## src/rtl/uart_os_pkg.sv

```systemverilog
package uart_os_pkg;
  localparam logic [2:0] ADDR_DATA = 3'd0;
  localparam logic [2:0] ADDR_CTRL = 3'd1;
  localparam logic [2:0] ADDR_DIV  = 3'd2;
  localparam logic [2:0] ADDR_IE   = 3'd3;
  localparam logic [2:0] ADDR_IP   = 3'd4;

  typedef enum logic [1:0] {RX_IDLE, RX_START, RX_DATA, RX_STOP} rx_state_e;
endpackage

```

## src/rtl/uart_os_fifo.sv

```systemverilog
module uart_os_fifo #(
  parameter int DW    = 8,
  parameter int DEPTH = 8,
  localparam int AW = (DEPTH > 1) ? $clog2(DEPTH) : 1,
  localparam int CW = $clog2(DEPTH + 1)
) (
  input  logic          clk_i,
  input  logic          rst_ni,
  input  logic          push_i,
  input  logic [DW-1:0] data_i,
  input  logic          pop_i,
  output logic [DW-1:0] data_o,
  output logic          empty_o,
  output logic          full_o,
  output logic [CW-1:0] cnt_o
);
  logic [DW-1:0] mem_q [DEPTH];
  logic [AW-1:0] wptr_q, rptr_q;
  logic [CW-1:0] cnt_q;
  logic do_push, do_pop;

  assign full_o  = (cnt_q == CW'(DEPTH));
  assign empty_o = (cnt_q == '0);
  assign do_push = push_i && !full_o;
  assign do_pop  = pop_i && !empty_o;
  assign data_o  = mem_q[rptr_q];
  assign cnt_o   = cnt_q;

  function automatic logic [AW-1:0] nxt(input logic [AW-1:0] p);
    return (p == AW'(DEPTH - 1)) ? '0 : p + 1'b1;
  endfunction

  always_ff @(posedge clk_i or negedge rst_ni) begin
    if (!rst_ni) begin
      wptr_q <= '0;
      rptr_q <= '0;
      cnt_q  <= '0;
    end else begin
      if (do_push) wptr_q <= nxt(wptr_q);
      if (do_pop)  rptr_q <= nxt(rptr_q);
      if (do_push && !do_pop)      cnt_q <= cnt_q + 1'b1;
      else if (do_pop && !do_push) cnt_q <= cnt_q - 1'b1;
    end
  end

  always_ff @(posedge clk_i) begin
    if (do_push) mem_q[wptr_q] <= data_i;
  end
endmodule

```

## src/rtl/uart_os_tx.sv

```systemverilog
module uart_os_tx #(
  parameter int OSR = 16
) (
  input  logic       clk_i,
  input  logic       rst_ni,
  input  logic       tick_i,
  input  logic       en_i,
  input  logic       two_stop_i,
  input  logic       empty_i,
  input  logic [7:0] data_i,
  output logic       pop_o,
  output logic       line_o,
  output logic       busy_o
);
  localparam int TW = $clog2(OSR);

  logic          busy_q, stop2_q;
  logic [10:0]   sh_q;
  logic [3:0]    idx_q;
  logic [TW-1:0] tcnt_q;
  logic [3:0]    last_idx;

  assign last_idx = stop2_q ? 4'd10 : 4'd9;
  assign pop_o    = !busy_q && en_i && !empty_i;
  assign line_o   = busy_q ? sh_q[0] : 1'b1;
  assign busy_o   = busy_q;

  always_ff @(posedge clk_i or negedge rst_ni) begin
    if (!rst_ni) begin
      busy_q  <= 1'b0;
      stop2_q <= 1'b0;
      sh_q    <= '1;
      idx_q   <= '0;
      tcnt_q  <= '0;
    end else if (!busy_q) begin
      if (pop_o) begin
        busy_q  <= 1'b1;
        sh_q    <= {2'b11, data_i, 1'b0};
        idx_q   <= '0;
        tcnt_q  <= '0;
        stop2_q <= two_stop_i;
      end
    end else if (tick_i) begin
      tcnt_q <= tcnt_q + 1'b1;
      if (tcnt_q == TW'(OSR - 1)) begin
        sh_q  <= {1'b1, sh_q[10:1]};
        idx_q <= idx_q + 1'b1;
        if (idx_q == last_idx) busy_q <= 1'b0;
      end
    end
  end
endmodule

```

## src/rtl/uart_os_rx.sv

```systemverilog
module uart_os_rx
  import uart_os_pkg::*;
#(
  parameter int OSR = 16
) (
  input  logic       clk_i,
  input  logic       rst_ni,
  input  logic       tick_i,
  input  logic       en_i,
  input  logic       line_i,
  output logic       push_o,
  output logic [7:0] data_o
);
  localparam int TW = $clog2(OSR);
  localparam int MID = OSR / 2;

  rx_state_e     st_q;
  logic          s1_q, s2_q, prev_hi_q, push_q;
  logic [1:0]    smp_q;
  logic [2:0]    bit_q;
  logic [7:0]    sh_q;
  logic [TW-1:0] cnt_q;
  logic          vote;

  assign vote   = (smp_q[0] & smp_q[1]) | (smp_q[0] & s2_q) | (smp_q[1] & s2_q);
  assign push_o = push_q;
  assign data_o = sh_q;

  always_ff @(posedge clk_i or negedge rst_ni) begin
    if (!rst_ni) begin
      s1_q <= 1'b1;
      s2_q <= 1'b1;
    end else begin
      s1_q <= line_i;
      s2_q <= s1_q;
    end
  end

  always_ff @(posedge clk_i or negedge rst_ni) begin
    if (!rst_ni) begin
      st_q      <= RX_IDLE;
      prev_hi_q <= 1'b1;
      push_q    <= 1'b0;
      smp_q     <= '0;
      bit_q     <= '0;
      sh_q      <= '0;
      cnt_q     <= '0;
    end else if (!en_i) begin
      st_q      <= RX_IDLE;
      prev_hi_q <= 1'b1;
      push_q    <= 1'b0;
    end else begin
      push_q <= 1'b0;
      if (tick_i) begin
        if (st_q == RX_IDLE) begin
          prev_hi_q <= s2_q;
          if (prev_hi_q && !s2_q) begin
            st_q  <= RX_START;
            cnt_q <= TW'(1);    // detection tick is sample 0
          end
        end else begin
          cnt_q <= cnt_q + 1'b1;
          if (cnt_q == TW'(MID - 1)) smp_q[0] <= s2_q;
          if (cnt_q == TW'(MID))     smp_q[1] <= s2_q;
          if (cnt_q == TW'(MID + 1)) begin
            unique case (st_q)
              RX_START: if (vote) begin
                st_q      <= RX_IDLE;
                prev_hi_q <= s2_q;
              end
              RX_DATA: sh_q <= {vote, sh_q[7:1]};
              RX_STOP: begin
                push_q    <= vote;
                st_q      <= RX_IDLE;
                prev_hi_q <= vote;
              end
              default: ;
            endcase
          end
          if (cnt_q == TW'(OSR - 1)) begin
            if (st_q == RX_START) begin
              st_q  <= RX_DATA;
              bit_q <= '0;
            end else if (st_q == RX_DATA) begin
              bit_q <= bit_q + 1'b1;
              if (bit_q == 3'd7) st_q <= RX_STOP;
            end
          end
        end
      end
    end
  end
endmodule

```

## src/rtl/uart_os_top.sv

```systemverilog
module uart_os_top
  import uart_os_pkg::*;
#(
  parameter int DEPTH = 8,
  parameter int OSR   = 16,
  parameter int DIVW  = 16,
  localparam int CW = $clog2(DEPTH + 1)
) (
  input  logic        clk_i,
  input  logic        rst_ni,
  input  logic [2:0]  addr_i,
  input  logic        wr_i,
  input  logic        rd_i,
  input  logic [15:0] wdata_i,
  output logic [15:0] rdata_o,
  output logic        tx_o,
  input  logic        rx_i,
  output logic        irq_o
);
  logic [DIVW-1:0] div_q, tcnt_q;
  logic            tick;
  logic            tx_en, rx_en, two_stop;
  logic [CW-1:0]   tx_wm, rx_wm;
  logic [1:0]      ie_q, ip;
  logic            tx_push, tx_pop, tx_empty, tx_full, tx_busy;
  logic [7:0]      tx_data;
  logic [CW-1:0]   tx_cnt, rx_cnt;
  logic            rx_push, rx_pop, rx_empty, rx_full;
  logic [7:0]      rx_byte, rx_data;

  // oversample tick: period div+1
  assign tick = (tcnt_q == '0);
  always_ff @(posedge clk_i or negedge rst_ni) begin
    if (!rst_ni)   tcnt_q <= '0;
    else if (tick) tcnt_q <= div_q;
    else           tcnt_q <= tcnt_q - 1'b1;
  end

  always_ff @(posedge clk_i or negedge rst_ni) begin
    if (!rst_ni) begin
      div_q    <= '0;
      tx_en    <= 1'b0;
      rx_en    <= 1'b0;
      two_stop <= 1'b0;
      tx_wm    <= '0;
      rx_wm    <= '0;
      ie_q     <= '0;
    end else if (wr_i) begin
      unique case (addr_i)
        ADDR_CTRL: begin
          tx_en    <= wdata_i[0];
          rx_en    <= wdata_i[1];
          two_stop <= wdata_i[2];
          tx_wm    <= wdata_i[4 +: CW];
          rx_wm    <= wdata_i[8 +: CW];
        end
        ADDR_DIV: div_q <= wdata_i[DIVW-1:0];
        ADDR_IE:  ie_q  <= wdata_i[1:0];
        default: ;
      endcase
    end
  end

  assign tx_push = wr_i && (addr_i == ADDR_DATA);
  assign rx_pop  = rd_i && (addr_i == ADDR_DATA);
  assign ip      = {(rx_cnt > rx_wm), (tx_cnt < tx_wm)};
  assign irq_o   = |(ip & ie_q);

  always_comb begin
    rdata_o = '0;
    unique case (addr_i)
      ADDR_DATA: rdata_o = {7'd0, rx_empty, rx_data};
      ADDR_CTRL: begin
        rdata_o[0]       = tx_en;
        rdata_o[1]       = rx_en;
        rdata_o[2]       = two_stop;
        rdata_o[4 +: CW] = tx_wm;
        rdata_o[8 +: CW] = rx_wm;
      end
      ADDR_DIV:  rdata_o[DIVW-1:0] = div_q;
      ADDR_IE:   rdata_o[1:0] = ie_q;
      ADDR_IP:   rdata_o[1:0] = ip;
      default:   rdata_o = '0;
    endcase
  end

  uart_os_fifo #(.DW(8), .DEPTH(DEPTH)) tx_fifo_i (
    .clk_i, .rst_ni, .push_i(tx_push), .data_i(wdata_i[7:0]), .pop_i(tx_pop),
    .data_o(tx_data), .empty_o(tx_empty), .full_o(tx_full), .cnt_o(tx_cnt)
  );

  uart_os_fifo #(.DW(8), .DEPTH(DEPTH)) rx_fifo_i (
    .clk_i, .rst_ni, .push_i(rx_push), .data_i(rx_byte), .pop_i(rx_pop),
    .data_o(rx_data), .empty_o(rx_empty), .full_o(rx_full), .cnt_o(rx_cnt)
  );

  uart_os_tx #(.OSR(OSR)) tx_i (
    .clk_i, .rst_ni, .tick_i(tick), .en_i(tx_en), .two_stop_i(two_stop),
    .empty_i(tx_empty), .data_i(tx_data), .pop_o(tx_pop), .line_o(tx_o),
    .busy_o(tx_busy)
  );

  uart_os_rx #(.OSR(OSR)) rx_i_u (
    .clk_i, .rst_ni, .tick_i(tick), .en_i(rx_en), .line_i(rx_i),
    .push_o(rx_push), .data_o(rx_byte)
  );
endmodule

```

## config.mk

```make
export PLATFORM = sky130hd
export DESIGN_NAME = uart_os_top
export DESIGN_NICKNAME = d
export VERILOG_FILES = /design/src/rtl/uart_os_pkg.sv /design/src/rtl/uart_os_fifo.sv /design/src/rtl/uart_os_tx.sv /design/src/rtl/uart_os_rx.sv /design/src/rtl/uart_os_top.sv
export SDC_FILE = /design/constraint.sdc
export NUM_CORES = 1
export LEC_CHECK = 0
export ABC_AREA = 1
export BUFFER_PORTS_ARGS = -buffer_cell sky130_fd_sc_hd__clkbuf_2
export CAP_MARGIN = 20
export CELL_PAD_IN_SITES_DETAIL_PLACEMENT = 0
export CELL_PAD_IN_SITES_GLOBAL_PLACEMENT = 2
export CORE_UTILIZATION = 40
export CTS_CLUSTER_SIZE = 16
export DETAILED_ROUTE_END_ITERATION = 6
export GPL_ROUTABILITY_DRIVEN = 0
export PLACE_DENSITY_LB_ADDON = 0.1
export SETUP_SLACK_MARGIN = 0.05
export SYNTH_ARGS = -nofsm -noshare
export SYNTH_HDL_FRONTEND = slang
export SYNTH_SLANG_ARGS = --single-unit
```

## constraint.sdc

```tcl
create_clock -name clk_i -period 2.6 [get_ports clk_i]
set_input_delay 0.39 -clock clk_i [delete_from_list [all_inputs] [get_ports clk_i]]
set_output_delay 0.39 -clock clk_i [all_outputs]
set_load 0.005 [all_outputs]
```

==> reports/results.tsv <==
metric	value	unit
total gr overflow	0	
crit start category	register	
Synthesized Nets	1172	
Core ar.	26900	sq um
cell count after synthesis	1112	
clk_lat worst skew	540	ps
# rows	60	
critical path arrival	2030	ps
layout cells sized above 1	0.146	
gr usage total	0.194	
antenna violations before repair	0	
number of fill cells	2575	
worst stage delay on the critical path	400	ps
post-synth top area share	0.352	
# setup viols final	0	
total power	11.6	mW
via count	7693	
Final Skew	11.6	ps
synth top area cells	edfxtp_1, dfrtp_1, nand2_1, nand3_1, o21ai_0	
FF+latch area	6540	sq um
Setup TNS	0	ps
n_diodes	0	
Max Slew Vio Count	0	
post-synthesis instance area	10900	sq um
HPWL after DPL	17600	microns
Area Growth Syn to Fin	15.5	%
fmax	414	MHz
Post-synth EDFFs	128	
Post-synth ARST share	0.455	
Slew headroom	0.539	
initial core utilization	0.406	
# nets final	1247	
final WL	26200	microns
clk sinks	235	
CTS tree	built	
total CTS buffers	27	
status	completed	
vias per cell	4.97	
Reg2Reg Launch Point	rx_fifo_i.cnt_o[1]	
IO buf count	41	
Seq/Total Area, Yosys	0.599	
Die X	167	microns
Main synth FF type	edfxtp_1	
most used cell, CP	o21ai_0	
RSZ-0062 raised after global routing	false	
Worst-Margin Slew	692	ps
dominant cell type by area after synthesis	edfxtp_1	
Synth Warn #	0	
Ports	42	
min Tclk post-route	2420	ps
die height	167	microns
pin count of the biggest net entering global routing	108	
CP Capture Type	primary output	
Static Leakage	5.22	nW
vias in the first global route	7595	
#FFs+latches synth	235	
crit path kind	register to primary output	
worst-path fanout max	30	
final hold viol count	0	
crit path launch	rx_fifo_i.rptr_q[1]	
multi-input logic area	3820	sq um
Die ar.	28000	sq um
Hold Path Class	input pin to register	
CP cell instances	buf_12 -> inv_1 -> o21ai_0 -> o211ai_1 -> nand3_1 -> o21ai_0 -> clkbuf_2	
r2r setup slk	270	ps
detailed-route DRC error count	0	
Avg WL per Cell	16.9	microns
Max Cap Viol	0	
pwr dens	916	nW/um^2
CTS Root Cell	clkbuf_16	
worst vdd ir	0.409	mV
Final Cycle Share	0.930	
htree depth	1	
clock-pin slew on the worst setup and hold paths	60	ps
Mapped Avg Cell Area	9.82	sq um
DRT antenna net count	0	
CP max stage cell	dfrtp_1	
Worst Path Required	2210	ps
Clock Tree Buf Depth	3	
Distinct cells, synth	45	
first-pass GRT wire length	42400	microns
Pre-antenna DRT Iters	7	
hold_sp	wdata_i[12]	
initial drt markers	437	
[registers in the layout, indices dropped and copies added, names as in the netlist, 8 cells and up]
register	cells
rx_fifo_i.mem_q	64
rx_i_u.data_o	8
tcnt_q	16
tx_fifo_i.mem_q	64
tx_i.sh_q	9
div_q	16
[per-layer routing]
| layer | track usage | share of wire | vias up |
|---|---|---|---|
| met4 | 0.0463 | 0.017 | 0 |
| met3 | 0.0251 | 0.030 | 32 |
| met2 | 0.324 | 0.47 | 104 |
| li1 | - | - | 3900 |
| met5 | 0 | 0 | - |
| met1 | 0.270 | 0.48 | 3657 |
[layout by cell type (no fill, tap or decap), drive strengths merged, types with 4 or more instances in the layout]
| master | synthesis | final |
|---|---|---|
| a21oi | 18 | 18 |
| a31oi | 4 | 4 |
| buf | 23 | 39 |
| bufinv | 0 | 4 |
| clkbuf | 12 | 74 |
| clkinv | 6 | 16 |
| dfrtp | 95 | 95 |
| dfstp | 12 | 12 |
| edfxtp | 128 | 128 |
| ha | 34 | 34 |
| inv | 94 | 95 |
| nand2 | 249 | 249 |
| nand3 | 116 | 116 |
| nand4 | 7 | 7 |
| nor2 | 127 | 127 |
| nor3 | 4 | 4 |
| o211ai | 11 | 11 |
| o21ai | 119 | 119 |
| o21bai | 4 | 4 |
| o22ai | 5 | 5 |
| or2 | 14 | 14 |
| xnor2 | 8 | 8 |
| xor2 | 10 | 10 |
[area by class of cell]
cell class	count	share of cell area
sequential	235	0.518
multi-input combinational	742	0.303
clock buffer	34	0.0564
timing repair buffer	81	0.0432
tap	341	0.0338
inverter	100	0.0298
clock inverter	16	0.0155
[path summary, 6_finish.rpt]
kind                                       end  depth (start not counted)
min reg2reg                        rx_i_u.s2_q                          0
max reg2reg                 rx_fifo_i.cnt_o[3]                         12
min in group asynchronous  tx_fifo_i.wptr_q[1]                          3
max in group asynchronous   rx_fifo_i.cnt_o[0]                          3
min                                  div_q[12]                          3
max                                 rdata_o[3]                          7
[through the flow]
step           utilization  hold WS, ps  cell area, sq um  setup WS (ps)  instances
3_5_place_dp         0.434          348             11700            182       1497
2_1_floorplan            -         94.4             10900            437       1112
3_3_place_gp         0.434          348             11700            195       1497
6_report             0.469         96.3             12600            182       1549
5_1_grt              0.469         94.9             12600           54.6       1549
4_1_cts              0.469         77.7             12600            114       1549
[kinds of logic after synthesis]
family / Yosys count / share of synthesized area
muxes: 3 / 0.00298
adders and majority gates: 36 / 0.0426
buffers and inverters: 135 / 0.0511
AOI/OAI and AO/OA: 164 / 0.0808
DFF: 235 / 0.599
and+or+nand+nor: 521 / 0.209
xor gates and xnor gates: 18 / 0.0144
[synth_stat cells, drive strengths merged (6+ instances only)]
cell	n
clkinv	6
a21oi	18
clkbuf	12
o211ai	11
inv	94
dfrtp	95
nand4	7
nor2	127
ha	34
xor2	10
o21ai	119
xnor2	8
buf	23
nand2	249
dfstp	12
or2	14
nand3	116
edfxtp	128
[where the power goes]
part | total [mW] | leakage (nW) | internal (mW) | switching (mW)
clock network | 3.87 | 0.448 | 2.34 | 1.53
logic | 2.96 | 2.43 | 1.07 | 1.88
registers | 4.73 | 2.35 | 4.37 | 0.361
[critical path: cells and delay by family (launching register included)]
| family | cells | cell delay (ps) |
|---|---|---|
| and+or+nand+nor | 1 | 140 |
| buffers and inverters | 3 | 480 |
| AOI/OAI and AO/OA | 3 | 440 |
| DFF | 1 | 400 |
[timing repair]
item,CTS,global route
resized for setup,2,4
setup endpoints to repair,1,3
hold endpoints to repair,96,0
setup buffers,0,0
hold buffers,2,0
(Power assumes the default switching activity.)
